File: src/rtl/rxaf_pkg.sv
package rxaf_pkg;

    localparam int unsigned ADDR_BYTES = 6;
    localparam int unsigned ADDR_W     = ADDR_BYTES * 8;

    typedef enum logic [1:0] {
        DST_UCAST = 2'd0,
        DST_MCAST = 2'd1,
        DST_BCAST = 2'd2
    } dst_kind_e;

    typedef struct packed {
        logic promisc;
        logic inv_da;
        logic pass_mcast;
        logic drop_bcast;
    } filt_cfg_t;

    typedef struct packed {
        logic pass;
        logic da_fail;
        logic sa_fail;
    } verdict_t;

    // Group bit: first bit on the wire, LSB of byte 0.
    function automatic logic group_bit(input logic [ADDR_W-1:0] a);
        return a[0];
    endfunction

endpackage

File: src/rtl/rxaf_classify.sv
module rxaf_classify
    import rxaf_pkg::*;
#(
    parameter int unsigned NBYTES = ADDR_BYTES
) (
    input  logic [NBYTES*8-1:0] dst,
    input  logic [NBYTES*8-1:0] station,
    output dst_kind_e           kind,
    output logic                st_hit
);
    localparam int unsigned W = NBYTES * 8;

    logic [NBYTES-1:0] byte_eq;
    logic [NBYTES-1:0] byte_ones;

    for (genvar b = 0; b < NBYTES; b++) begin : g_byte
        assign byte_eq[b]   = (dst[b*8 +: 8] == station[b*8 +: 8]);
        assign byte_ones[b] = &dst[b*8 +: 8];
    end

    assign st_hit = &byte_eq;

    always_comb begin
        if (&byte_ones)
            kind = DST_BCAST;
        else if (dst[0])
            kind = DST_MCAST;
        else
            kind = DST_UCAST;
    end

    // Keep the unused width localparam meaningful for lint
    initial begin
        if (W != NBYTES * 8) $display("rxaf_classify: width mismatch");
    end

    // a multicast class never carries a clear group bit
    always_comb begin
        if (kind == DST_MCAST)
            a_mcast_group_r6: assert (dst[0] == 1'b1);
    end
endmodule

File: src/rtl/rxaf_decide.sv
module rxaf_decide
    import rxaf_pkg::*;
(
    input  filt_cfg_t cfg,
    input  dst_kind_e kind,
    input  logic      st_hit,
    input  logic      hash_hit,
    input  logic      src_group,
    output verdict_t  verdict
);
    logic da_ok;

    always_comb begin
        unique case (kind)
            DST_BCAST: da_ok = !cfg.drop_bcast;
            DST_MCAST: da_ok = cfg.pass_mcast ? 1'b1 : (hash_hit ^ cfg.inv_da);
            default:   da_ok = st_hit ^ cfg.inv_da;
        endcase
    end

    always_comb begin
        if (cfg.promisc) begin
            verdict.pass    = 1'b1;
            verdict.da_fail = 1'b0;
            verdict.sa_fail = 1'b0;
        end else begin
            verdict.pass    = da_ok;
            verdict.da_fail = !da_ok;
            verdict.sa_fail = src_group;
        end
    end

    // broadcast drop wins over pass-all-multicast
    always_comb begin
        if (!cfg.promisc && kind == DST_BCAST && cfg.drop_bcast)
            a_bcast_drop_r8: assert (!verdict.pass);
    end
endmodule

File: src/rtl/rxaf_out_reg.sv
module rxaf_out_reg
    import rxaf_pkg::*;
(
    input  logic     clk,
    input  logic     rst,
    input  logic     load,
    input  verdict_t next_v,
    output logic     vld_q,
    output verdict_t v_q
);
    always_ff @(posedge clk) begin
        if (rst) begin
            vld_q <= 1'b0;
            v_q   <= '0;
        end else begin
            vld_q <= load;
            if (load) v_q <= next_v;
        end
    end

    p_hold_r11: assert property (@(posedge clk) disable iff (rst)
        !load |=> $stable(v_q));
    p_strobe_r1: assert property (@(posedge clk) disable iff (rst)
        load |=> vld_q);
endmodule

File: src/rtl/rxaf_top.sv
module rxaf_top
    import rxaf_pkg::*;
(
    input  logic              clk,
    input  logic              rst,
    input  logic              cfg_promisc,
    input  logic              cfg_inv_da,
    input  logic              cfg_pass_mcast,
    input  logic              cfg_drop_bcast,
    input  logic [ADDR_W-1:0] station_addr,
    input  logic              in_valid,
    input  logic [ADDR_W-1:0] dst_addr,
    input  logic [ADDR_W-1:0] src_addr,
    input  logic              hash_hit,
    output logic              res_valid,
    output logic              res_pass,
    output logic              res_da_fail,
    output logic              res_sa_fail
);
    filt_cfg_t cfg;
    dst_kind_e kind;
    logic      st_hit;
    verdict_t  next_v;
    verdict_t  cur_v;

    assign cfg = '{promisc:    cfg_promisc,
                   inv_da:     cfg_inv_da,
                   pass_mcast: cfg_pass_mcast,
                   drop_bcast: cfg_drop_bcast};

    rxaf_classify #(.NBYTES(ADDR_BYTES)) u_cls (
        .dst     (dst_addr),
        .station (station_addr),
        .kind    (kind),
        .st_hit  (st_hit)
    );

    rxaf_decide u_dec (
        .cfg       (cfg),
        .kind      (kind),
        .st_hit    (st_hit),
        .hash_hit  (hash_hit),
        .src_group (group_bit(src_addr)),
        .verdict   (next_v)
    );

    rxaf_out_reg u_reg (
        .clk    (clk),
        .rst    (rst),
        .load   (in_valid),
        .next_v (next_v),
        .vld_q  (res_valid),
        .v_q    (cur_v)
    );

    assign res_pass    = cur_v.pass;
    assign res_da_fail = cur_v.da_fail;
    assign res_sa_fail = cur_v.sa_fail;

    p_reset_quiet_r2: assert property (@(posedge clk)
        rst |=> !res_valid && !res_pass && !res_da_fail && !res_sa_fail);
    p_idle_low_r1: assert property (@(posedge clk) disable iff (rst)
        !in_valid |=> !res_valid);
    p_promisc_pass_r3: assert property (@(posedge clk) disable iff (rst)
        in_valid && cfg_promisc |=> res_pass);
    p_promisc_clear_r4: assert property (@(posedge clk) disable iff (rst)
        in_valid && cfg_promisc |=> !res_da_fail && !res_sa_fail);
    p_mcast_all_r6: assert property (@(posedge clk) disable iff (rst)
        in_valid && !cfg_promisc && dst_addr[0] && !(&dst_addr) && cfg_pass_mcast
        |=> res_pass);
    p_sa_status_r10: assert property (@(posedge clk) disable iff (rst)
        in_valid && !cfg_promisc |=> res_sa_fail == $past(src_addr[0]));
endmodule

File: config.mk
export PLATFORM = sky130hd
export DESIGN_NAME = rxaf_top
export DESIGN_NICKNAME = d
export VERILOG_FILES = /design/src/rtl/rxaf_pkg.sv /design/src/rtl/rxaf_classify.sv /design/src/rtl/rxaf_decide.sv /design/src/rtl/rxaf_out_reg.sv /design/src/rtl/rxaf_top.sv
export SDC_FILE = /design/constraint.sdc
export NUM_CORES = 1
export LEC_CHECK = 0
export BUFFER_PORTS_ARGS = -buffer_cell sky130_fd_sc_hd__buf_2
export CELL_PAD_IN_SITES_DETAIL_PLACEMENT = 0
export CELL_PAD_IN_SITES_GLOBAL_PLACEMENT = 1
export CORE_ASPECT_RATIO = 0.7
export CORE_MARGIN = 1
export CORE_UTILIZATION = 18
export CTS_BUF_LIST = sky130_fd_sc_hd__clkbuf_8
export DETAILED_ROUTE_END_ITERATION = 6
export PLACE_DENSITY = 0.94
export SLEW_MARGIN = 40
export SYNTH_ARGS = -nofsm -noshare
export SYNTH_HDL_FRONTEND = slang
export SYNTH_SLANG_ARGS = --single-unit
File: constraint.sdc
create_clock -name clk -period 2.25 [get_ports clk]
set_input_delay 0.45 -clock clk [delete_from_list [all_inputs] [get_ports clk]]
set_output_delay 0.45 -clock clk [all_outputs]
set_load 0.02 [all_outputs]
==> metrics.md, run 1 <==
| Metric | Value |
|---|---|
| CP delay by family, top | `simple AND/OR/NAND/NOR gates` |
| Port buffer count | `108` |
| Worst setup path endpoint | `u_reg.v_q[2]` |
| Via/cell ratio | `4.70` |
| Net count after synthesis | `273` |
| Share of cells above drive strength 1 | `50.4%` |
| Startpoint of the worst-slack reg-to-reg timing path | `u_reg.v_q[1]` |
| Data arrival time at the worst-slack endpoint | `1.98 ns` |
| CP Buf/Inv Count | `1` |
| Tightest Hold Check Type | `in -> reg` |
| Placement row count | `21` |
| Starting density of the core | `19.5%` |
| Wire length of the first global-routing pass | `7110 um` |
| Seq cells post-synth | `4` |
| Run status | `finished clean` |
| Maximum number of buffers from clock root to sink | `2` |
| Tmin final | `1.85 ns` |
| Length of the first detailed-routing pass in iterations | `4` |
| R2r worst-path depth | `4` |
| Register area share after synthesis | `8.23%` |
| Combined flip-flop and latch cell area | `80.1 um^2` |
| Minimum setup slack among reg-to-reg paths | `1.22 ns` |
| Most frequent standard cell in the layout excluding fill and tap cells | `sky130_fd_sc_hd__buf_2` |
| Estimated wirelength of the detail-placed design | `4180 um` |
| Final worst setup slack | `0.399 ns` |
| Post-Syn Area per Cell | `8.04 um^2` |
| Area taken by multi-input logic gates | `893 um^2` |
| Floorplan Core Area | `4990 um^2` |
| Net Switching | `193 uW` |
| Total count of max-transition violations in the final report | `0` |
| Netlist Area Pre-Place | `973 um^2` |
| Count of vias placed by the detailed router | `1416` |
| Total number of clock tree sinks | `4` |
| Worst slew pin tran | `0.409 ns` |
| CTS buffer count | `3` |
| Number of post-CTS setup repair buffers | `0` |
| Via count of the first global-routing pass | `1409` |
| Largest net degree at the start of global routing | `7` |
| Count of hold-fix buffers inserted at cts | `0` |
| Largest clock skew in the final design | `0 ns` |
| Post-synth EDFFs | `0` |
| Height of the die | `63.5 um` |
| Final routed DRC violation total | `0` |
| Fraction of synthesis flops using an asynchronous set or reset pin | `0%` |
| Top fanout value on the critical path | `2` |
| Floorplan die width | `89.9 um` |
| Worst path required time | `2.38 ns` |
| Power Dens Cells | `321 nW/um^2` |
| Number of nets in the finished design | `386` |
| Congestion Overflow GR | `0` |
| Number of warnings issued by yosys | `0` |
| Maximum cell stage delay along the critical path | `0.41 ns` |
| Internal power | `334 uW` |
| RR Endpoint | `u_reg.v_q[1]` |
| Antenna Diode Count | `0` |
| Comb pwr share | `56.5%` |
| Net switching share of the total power | `36.7%` |
| Total Die Area | `5710 um^2` |
| CTS H-Tree Depth | `1` |
| Maximum resistive drop on vdd | `0.121 mV` |
| Post-synthesis cell type count | `22` |
| Aggregate negative setup slack | `0 ns` |
| Number of hold-slack violations in the final timing report | `0` |
| Unrepaired setup endpoints after global routing | `no` |
| Leakage power | `0.000666 uW` |
| Crit share post-route | `82.3%` |
| Classification of the worst setup path | `in -> reg` |
| CP cell instances | `buf_2 > xnor2_1 > nand4_1 > nor4_2 > a41oi_1 > a311oi_1` |
| Initial antenna violation count | `0` |
| Maximum operating frequency | `540 MHz` |
| Count of maximum capacitance violations | `0` |
| Instance count on the critical path | `6` |
| Part of the power in registers | `14.5%` |
| Synth Flop Type | `sky130_fd_sc_hd__dfxtp_1` |
| Commonest cells after routing, fill and taps aside | `sky130_fd_sc_hd__buf_2, sky130_fd_sc_hd__xnor2_1, sky130_fd_sc_hd__nand4_1` |
| Setup crit end kind | `flop` |
| Detailed router's first-iteration violation count | `81` |
| Max-slew headroom | `72.5%` |
| Number of ports placed on the die boundary | `156` |
| Cells after Synth | `121` |
| Clock tree from TritonCTS | `built` |
| Worst slack, placed | `0.246 ns` |
| Number of instances resized during post-cts repair | `0` |
| Aggregate global-route resource usage | `16.8%` |
| Root buffer selected by CTS | `sky130_fd_sc_hd__clkbuf_8` |
| Worst-skew pair later-pin latency | `0.22 ns` |
| Post-Route WL | `4620 um` |
| Worst min-delay path startpoint | `rst` |
| Fill cell instance count of the final layout | `541` |
| Clock network power share | `28.9%` |
| Clock slew at the register clock pins of the worst setup and hold paths | `0.03 ns` |
| Wirelength per Cell | `15.3 um` |
| Antenna-violating nets left | `0` |
| Cell type of the slowest stage on the worst timing path | `sky130_fd_sc_hd__nor4_2` |
| Routability congestion estimate from global placement | `0.847` |
| Type of origin of the critical path | `input port` |
| Source of the critical timing path | `station_addr[38]` |
| Area growth from synthesis to final layout | `68.6%` |
| Final setup vio count | `0` |
[per-layer routing]
| layer | global-route usage, % | routed length (um) |
|---|---|---|
| met1 | 22.7 | 2280 |
| met2 | 27.1 | 1970 |
| met3 | 3.02 | 312 |
| met4 | 4.84 | 60 |
| met5 | 0 | 0 |
[stage by stage]
| step | hold WS (ns) | instances | total power (uW) | cell area, um^2 | util, % |
|---|---|---|---|---|---|
| floorplan | 0.522 | 121 | 209 | 973 | - |
| global placement | 0.493 | 298 | 369 | 1600 | 32.1 |
| detailed placement | 0.515 | 298 | 373 | 1600 | 32.1 |
| CTS | 0.439 | 301 | 530 | 1640 | 32.9 |
| global route | 0.454 | 301 | 564 | 1640 | 32.9 |
| finish | 0.444 | 301 | 527 | 1640 | 32.9 |
[registers in the layout, indices dropped and copies added (netlist names)]
register     cells
u_reg.v_q        3
u_reg.vld_q      1
[layout make-up]
class                           count  share of cell area, %
Timing Repair Buffer              108                   32.9
Multi-Input combinational cell    117                   54.4
Tap cell                           69                   5.26
Clock buffer                        3                   2.52
Sequential cell                     4                   4.88
[cell usage after synthesis, types with 2 or more instances]
cell type | number | area [um^2]
sky130_fd_sc_hd__a41oi_1 | 2 | 17.5
sky130_fd_sc_hd__and3_1 | 2 | 12.5
sky130_fd_sc_hd__dfxtp_1 | 4 | 80.1
sky130_fd_sc_hd__nand2_1 | 2 | 7.51
sky130_fd_sc_hd__nand4_1 | 36 | 225
sky130_fd_sc_hd__nor2_1 | 3 | 11.3
sky130_fd_sc_hd__nor2b_1 | 4 | 25.0
sky130_fd_sc_hd__nor4_1 | 6 | 37.5
sky130_fd_sc_hd__nor4_2 | 3 | 37.5
sky130_fd_sc_hd__xnor2_1 | 47 | 412
[kinds of logic after synthesis]
family / Yosys count / share of synthesized area, %
compound gates: 8 / 7.07
xor+xnor: 49 / 44.9
flops: 4 / 8.23
mux: 1 / 1.03
simple gates: 59 / 38.8
[worst reg2reg max path, delay by kind of cell, from the launching register on]
kind / cells / cell delay, ns
flops: 1 / 0.31
simple gates: 2 / 0.27
compound gates: 2 / 0.40
[worst min path at each step]
stage                         endpoint  slack, ns  cells past startpoint
after global placement    u_reg.v_q[2]       0.49                      2
after global routing      u_reg.v_q[0]       0.45                      2
final                      u_reg.vld_q       0.44                      2
after floorplan            u_reg.vld_q       0.52                      1
after CTS                  u_reg.vld_q       0.44                      2
after detailed placement  u_reg.v_q[2]       0.51                      2
[power by group through the flow]
stage               Sequential, uW  Combinational [uW]  Clock (uW)
floorplan                     82.4                 127           0
global placement              77.3                 292           0
detailed placement            77.4                 296           0
CTS                           76.6                 298         156
global route                  77.1                 326         161
finish                        76.5                 298         152
Power figures use the tool's default switching activity.
==> inputs of run 2 (changes only) <==
Settings changed: CORE_UTILIZATION 18 to 15, PLACE_DENSITY 0.94 to 0.84.
Clock period 2.25 ns to 1.6 ns, I/O delays scaled along.
==> metrics.md, run 2 (synthesized netlist as in run 1, its figures left out) <==
| Metric | Value |
|---|---|
| Run status | `complete, but fails checks` |
| Violations in the final reports | `DRC` |
| Fill cell instance count of the final layout | `657 (+21%)` |
| Classification of the worst setup path | `in -> reg` |
| Port buffer count | `108 (unchanged)` |
| Count of maximum capacitance violations | `0 (unchanged)` |
| Minimum setup slack among reg-to-reg paths | `0.55 ns (-0.67 ns)` |
| Length of the first detailed-routing pass in iterations | `7 (+3)` |
| Area growth from synthesis to final layout | `106%` |
| Largest register by flop count | `u_reg.v_q` |
| Maximum operating frequency | `665 MHz` |
| Floorplan die width | `98.3 um (+9.3%)` |
| Met1 Use GR | `20.6% (-2.1 points)` |
| GR met2 Demand/Resource | `22.8% (-4.3 points)` |
| Final setup vio count | `0 (unchanged)` |
| Number of ports placed on the die boundary | `156 (unchanged)` |
| Setup crit end kind | `flop` |
| Maximum cell stage delay along the critical path | `0.31 ns (-0.10 ns)` |
| Clock slew at the register clock pins of the worst setup and hold paths | `0.03 ns (about the same)` |
| Height of the die | `69.4 um (+9.2%)` |
| Starting density of the core | `15.6% (-3.9 points)` |
| Tmin final | `1.50 ns` |
| Total power after layout | `852 uW (+62%)` |
| CTS H-Tree Depth | `1 (unchanged)` |
| Total count of max-transition violations in the final report | `0 (unchanged)` |
| CP delay by family, top | `simple AND/OR/NAND/NOR gates` |
| CTS buffer count | `3 (unchanged)` |
| Floorplan Core Area | `6250 um^2 (+25%)` |
| Maximum resistive drop on vdd | `0.230 mV (+90%)` |
| Aggregate negative setup slack | `0 ns (unchanged)` |
| Worst slack, placed | `-0.365 ns (-0.611 ns)` |
| Met3 demand-to-capacity share in global routing | `2.22% (-0.80 points)` |
| Routability congestion estimate from global placement | `0.904 (+6.8%)` |
| Placement row count | `24 (+14%)` |
| Count of hold-fix buffers inserted at cts | `0 (unchanged)` |
| Initial antenna violation count | `0 (unchanged)` |
| Data arrival time at the worst-slack endpoint | `1.63 ns (-0.35 ns)` |
| Commonest cells after routing, fill and taps aside | `sky130_fd_sc_hd__buf_2, sky130_fd_sc_hd__nand4_1, sky130_fd_sc_hd__xnor2_1` |
| Final worst setup slack | `0.0971 ns (-0.302 ns)` |
| Count of vias placed by the detailed router | `1490 (+5.2%)` |
| Detailed router's first-iteration violation count | `84 (+3.7%)` |
| Largest clock skew in the final design | `0 ns (unchanged)` |
| Aggregate global-route resource usage | `14.1% (-2.7 points)` |
| Share of cells above drive strength 1 | `62.3% (+12 points)` |
| Wire length of the first global-routing pass | `7420 um (+4.5%)` |
| Area after detailed placement | `1780 um^2 (+11%)` |
| Crit share post-route | `93.9%` |
| Clock tree from TritonCTS | `built` |
| Final design instance area without fill | `2010 um^2 (+22%)` |
| Type of origin of the critical path | `input port` |
| Most frequent standard cell in the layout excluding fill and tap cells | `sky130_fd_sc_hd__buf_2` |
| Cell type of the slowest stage on the worst timing path | `sky130_fd_sc_hd__nor4_4` |
| Number of hold-slack violations in the final timing report | `0 (unchanged)` |
| Via/cell ratio | `4.52 (-4.0%)` |
| Most heavily used metal layer in global routing | `met2` |
| Tightest Hold Check Type | `in -> reg` |
| Maximum number of buffers from clock root to sink | `2 (unchanged)` |
| CP cell instances | `buf_2 > xnor2_1 > nand4_1 > nor4_4 > a41oi_2 > a311oi_1` |
| Number of post-CTS setup repair buffers | `0 (unchanged)` |
| Antenna-violating nets left | `0 (unchanged)` |
| Top fanout value on the critical path | `2 (unchanged)` |
| Number of nets in the finished design | `406 (+5.2%)` |
| Max-slew headroom | `78.2% (+5.7 points)` |
| Leakage power | `0.000897 uW (+35%)` |
| Worst slew pin tran | `0.324 ns (-0.0848 ns)` |
| Final Core Density | `32.2% (-0.73 points)` |
| CP Buf/Inv Count | `1 (unchanged)` |
| Wirelength per Cell | `15.2 um (-1.1%)` |
| Power Dens Cells | `424 nW/um^2 (+32%)` |
| Total number of clock tree sinks | `4 (unchanged)` |
| Total Die Area | `6820 um^2 (+19%)` |
| Post-Route WL | `5010 um (+8.4%)` |
| Via count of the first global-routing pass | `1475 (+4.7%)` |
| Estimated wirelength of the detail-placed design | `4410 um (+5.5%)` |
| Congestion Overflow GR | `0 (unchanged)` |
| Worst path required time | `1.73 ns (-0.65 ns)` |
| Antenna Diode Count | `0 (unchanged)` |
| Largest net degree at the start of global routing | `6 (-1)` |
| Final routed DRC violation total | `5 (+5)` |
| Root buffer selected by CTS | `sky130_fd_sc_hd__clkbuf_8` |
| Flip-flop count of the largest register, all copies and words added | `3 (unchanged)` |
| Worst-skew pair later-pin latency | `0.21 ns (about the same)` |
| Largest registers | `u_reg.v_q: 3 flops, u_reg.vld_q: 1 flops` |
run 2: changes by cell type in the layout (fill, tap and decap cells not counted), sizes merged:
| cell | delta |
|---|---|
| buf | +20 |
run 2: through the flow:
step	cells	hold WS, ns
floorplan	121	0.392
global placement	330	0.498
detailed placement	330	0.503
CTS	332	0.317
global route	330	0.332
finish	330	0.322
run 2: worst register-to-register path: cells and delay by family, from the launching register on:
kind	cells	cell delay, ns
AOI/OAI and AO/OA	2	0.39
DFF	1	0.31
and+or+nand+nor	2	0.29
run 2: where the power goes:
part	internal, uW	switching, uW	total, uW
Clock	160	52.0	212
Combinational	280	252	532
Sequential	106	1.84	108
Total	546	306	852
run 2: what timing repair did:
| action | in CTS | in global routing |
|---|---|---|
| setup endpoints to repair | 2 | 2 |
| resized for setup | 3 | 27 |
| pin swaps | 1 | 13 |
run 2: final cells by class:
| type | count | area, um^2 | area share, % |
|---|---|---|---|
| repair buffers | 128 | 706 | 35.1 |
| clock buffers | 3 | 41.3 | 2.06 |
| well taps | 78 | 97.6 | 4.86 |
| flip-flops and latches | 4 | 80.1 | 3.99 |
| multi-input cells | 117 | 1080 | 54.0 |
run 2: path summary, 6_finish.rpt:
kind	from	to	cells after the start
worst max-delay path	station_addr[43]	u_reg.v_q[2]	6
worst min-delay path	rst	u_reg.v_q[2]	2
worst max register to register	u_reg.v_q[1]	u_reg.v_q[1]	4
worst min register to register	u_reg.v_q[2]	u_reg.v_q[2]	2
run 2: per-layer routing:
layer	vias up	wire, um
met5	-	0
met4	0	0
met3	0	301
met2	74	2240
met1	676	2470
li1	740	-
==> inputs of run 3 (changes only) <==
Settings changed: CORE_UTILIZATION 15 to 17, PLACE_DENSITY 0.84 to 0.9.
Clock period 1.6 ns to 1.5 ns, I/O delays scaled along.
==> metrics.md, run 3 (synthesized netlist as in run 1, its figures left out) <==
| Metric | Value |
|---|---|
| Clock slew at the register clock pins of the worst setup and hold paths | `0.03 ns (about the same)` |
| Run status | `complete, but fails checks` |
| Port buffer count | `108 (unchanged)` |
| Largest net degree at the start of global routing | `6 (unchanged)` |
| Placement row count | `22 (-8.3%)` |
| Worst-skew pair later-pin latency | `0.21 ns (about the same)` |
| Estimated wirelength of the detail-placed design | `4240 um (-3.8%)` |
| Wirelength per Cell | `15.0 um (-1.3%)` |
| Count of maximum capacitance violations | `0 (unchanged)` |
| Count of hold-fix buffers inserted at cts | `0 (unchanged)` |
| Antenna-violating nets left | `0 (unchanged)` |
| Height of the die | `65.3 um (-5.9%)` |
| Maximum number of buffers from clock root to sink | `2 (unchanged)` |
| Floorplan Core Area | `5370 um^2 (-14%)` |
| CP cell instances | `buf_2 > xnor2_2 > nand4_1 > nor4_4 > a41oi_2 > a311oi_1` |
| Post-Route WL | `4950 um (-1.3%)` |
| Share of cells above drive strength 1 | `66.3% (+4.0 points)` |
| Cell type of the slowest stage on the worst timing path | `sky130_fd_sc_hd__nor4_4` |
| Clock tree from TritonCTS | `built` |
| CP Buf/Inv Count | `1 (unchanged)` |
| Largest clock skew in the final design | `0 ns (unchanged)` |
| Maximum operating frequency | `662 MHz` |
| Final setup vio count | `1 (+1)` |
| Largest register by flop count | `u_reg.v_q` |
| Congestion Overflow GR | `0 (unchanged)` |
| Starting density of the core | `18.1% (+2.6 points)` |
| Via count of the first global-routing pass | `1446 (-2.0%)` |
| Unrepaired setup endpoints after global routing | `yes` |
| Total power after layout | `946 uW (+11%)` |
| CP delay by family, top | `simple AND/OR/NAND/NOR gates` |
| Aggregate global-route resource usage | `15.5% (+1.4 points)` |
| Top fanout value on the critical path | `2 (unchanged)` |
| CTS buffer count | `3 (unchanged)` |
| Tmin final | `1.51 ns` |
| Root buffer selected by CTS | `sky130_fd_sc_hd__clkbuf_8` |
| CTS H-Tree Depth | `1 (unchanged)` |
| Length of the first detailed-routing pass in iterations | `4 (-3)` |
| Initial antenna violation count | `0 (unchanged)` |
| Antenna Diode Count | `0 (unchanged)` |
| Floorplan die width | `92.4 um (-5.9%)` |
| Number of standard cells in the final layout excluding fillers | `330 (unchanged)` |
| Count of vias placed by the detailed router | `1524 (+2.3%)` |
| Final worst setup slack | `-0.0108 ns (-0.108 ns)` |
| Type of origin of the critical path | `input port` |
| Total count of max-transition violations in the final report | `0 (unchanged)` |
| Total number of clock tree sinks | `4 (unchanged)` |
| Worst path required time | `1.62 ns (-0.11 ns)` |
| Tightest Hold Check Type | `in -> reg` |
| Data arrival time at the worst-slack endpoint | `1.63 ns (about the same)` |
| Max-slew headroom | `78.7% (+0.52 points)` |
| Number of placed instances, taps included | `327 (-0.91%)` |
| Wire length of the first global-routing pass | `7090 um (-4.5%)` |
| Largest registers | `u_reg.v_q: 3 flops, u_reg.vld_q: 1 flops` |
| Worst slew pin tran | `0.316 ns (-0.00767 ns)` |
| Final routed DRC violation total | `0 (-5)` |
| Maximum cell stage delay along the critical path | `0.39 ns (+0.08 ns)` |
| Leakage power | `0.000978 uW (+9.1%)` |
| Maximum resistive drop on vdd | `0.182 mV (-21%)` |
| Flip-flop count of the largest register, all copies and words added | `3 (unchanged)` |
| Via/cell ratio | `4.62 (+2.3%)` |
| Fill cell instance count of the final layout | `545 (-17%)` |
| Commonest cells after routing, fill and taps aside | `sky130_fd_sc_hd__buf_2, sky130_fd_sc_hd__nand4_1, sky130_fd_sc_hd__xnor2_1, sky130_fd_sc_hd__buf_4, sky130_fd_sc_hd__xnor2_2` |
| Number of nets in the finished design | `412 (+1.5%)` |
| Routability congestion estimate from global placement | `0.880 (-2.7%)` |
| Crit share post-route | `101%` |
| Violations in the final reports | `setup timing` |
| Most frequent standard cell in the layout excluding fill and tap cells | `sky130_fd_sc_hd__buf_2` |
| Setup crit end kind | `flop` |
| Area growth from synthesis to final layout | `122%` |
| Number of hold-slack violations in the final timing report | `0 (unchanged)` |
| Detailed router's first-iteration violation count | `57 (-32%)` |
| Power Dens Cells | `437 nW/um^2 (+2.9%)` |
| Final Core Density | `40.3% (+8.2 points)` |
| Total Die Area | `6040 um^2 (-11%)` |
| Classification of the worst setup path | `in -> reg` |
| Number of ports placed on the die boundary | `156 (unchanged)` |
| Hold WS | `0.301 ns (-0.0207 ns)` |
==> run 3: changes by cell type in the layout (fill, tap and decap cells not counted), sizes merged <==
cell / before / now
buf: 128 / 134
==> run 3: layout make-up <==
| cell class | count | area, um^2 | area share, % |
|---|---|---|---|
| multi-input cells | 117 | 1150 | 53.3 |
| well taps | 72 | 90.1 | 4.16 |
| clock buffers | 3 | 41.3 | 1.91 |
| flip-flops and latches | 4 | 80.1 | 3.70 |
| repair buffers | 134 | 800 | 36.9 |
==> run 3: worst paths after layout <==
check             slack, ns         start  depth (start not counted)           end
hold reg to reg        0.50  u_reg.v_q[2]                          2  u_reg.v_q[2]
hold / removal         0.30           rst                          2  u_reg.v_q[2]
setup / recovery      -0.01   dst_addr[9]                          6  u_reg.v_q[2]
setup reg to reg       0.42  u_reg.v_q[1]                          4  u_reg.v_q[1]
==> run 3: layer usage <==
layer	global-route usage (%)	part of all wire, %	routed length (um)	up-vias
li1	-	-	-	756
met1	21.1	46	2270	704
met2	27.3	48	2370	62
met3	1.62	5.7	280	2
met4	1.17	0.49	24	0
met5	0	0	0	-
==> run 3: power by group <==
group / total, uW / switching (uW) / leakage [uW] / internal, uW
Sequential: 115 / 2.00 / 0.0000330 / 113
Combinational: 609 / 274 / 0.000923 / 335
Clock: 222 / 51.5 / 0.0000216 / 171
Total: 946 / 327 / 0.000978 / 618
==> run 3: metrics by stage <==
step                TNS, ns  setup WS (ns)  instance area [um^2]
global route         -0.146         -0.101                  2170
global placement     -0.715         -0.367                  1800
detailed placement   -0.568         -0.293                  1800
finish              -0.0108        -0.0108                  2170
floorplan                 0         0.0908                   973
CTS                       0        0.00378                  1960
==> run 3: worst register-to-register path: stages (launching register included) <==
cell and delay, ns:
sky130_fd_sc_hd__dfxtp_1 0.31, sky130_fd_sc_hd__nor2b_1 0.20, sky130_fd_sc_hd__nor3_1 0.07, sky130_fd_sc_hd__a41oi_1 0.23
sky130_fd_sc_hd__o221a_1 0.20
==> run 3: timing repair <==
action | in CTS | in global routing
setup buffers | 0 | 2
gates cloned | 0 | 0
endpoints found under the setup margin | 2 | 2
resized for setup | 19 | 31
pin swaps | 13 | 15
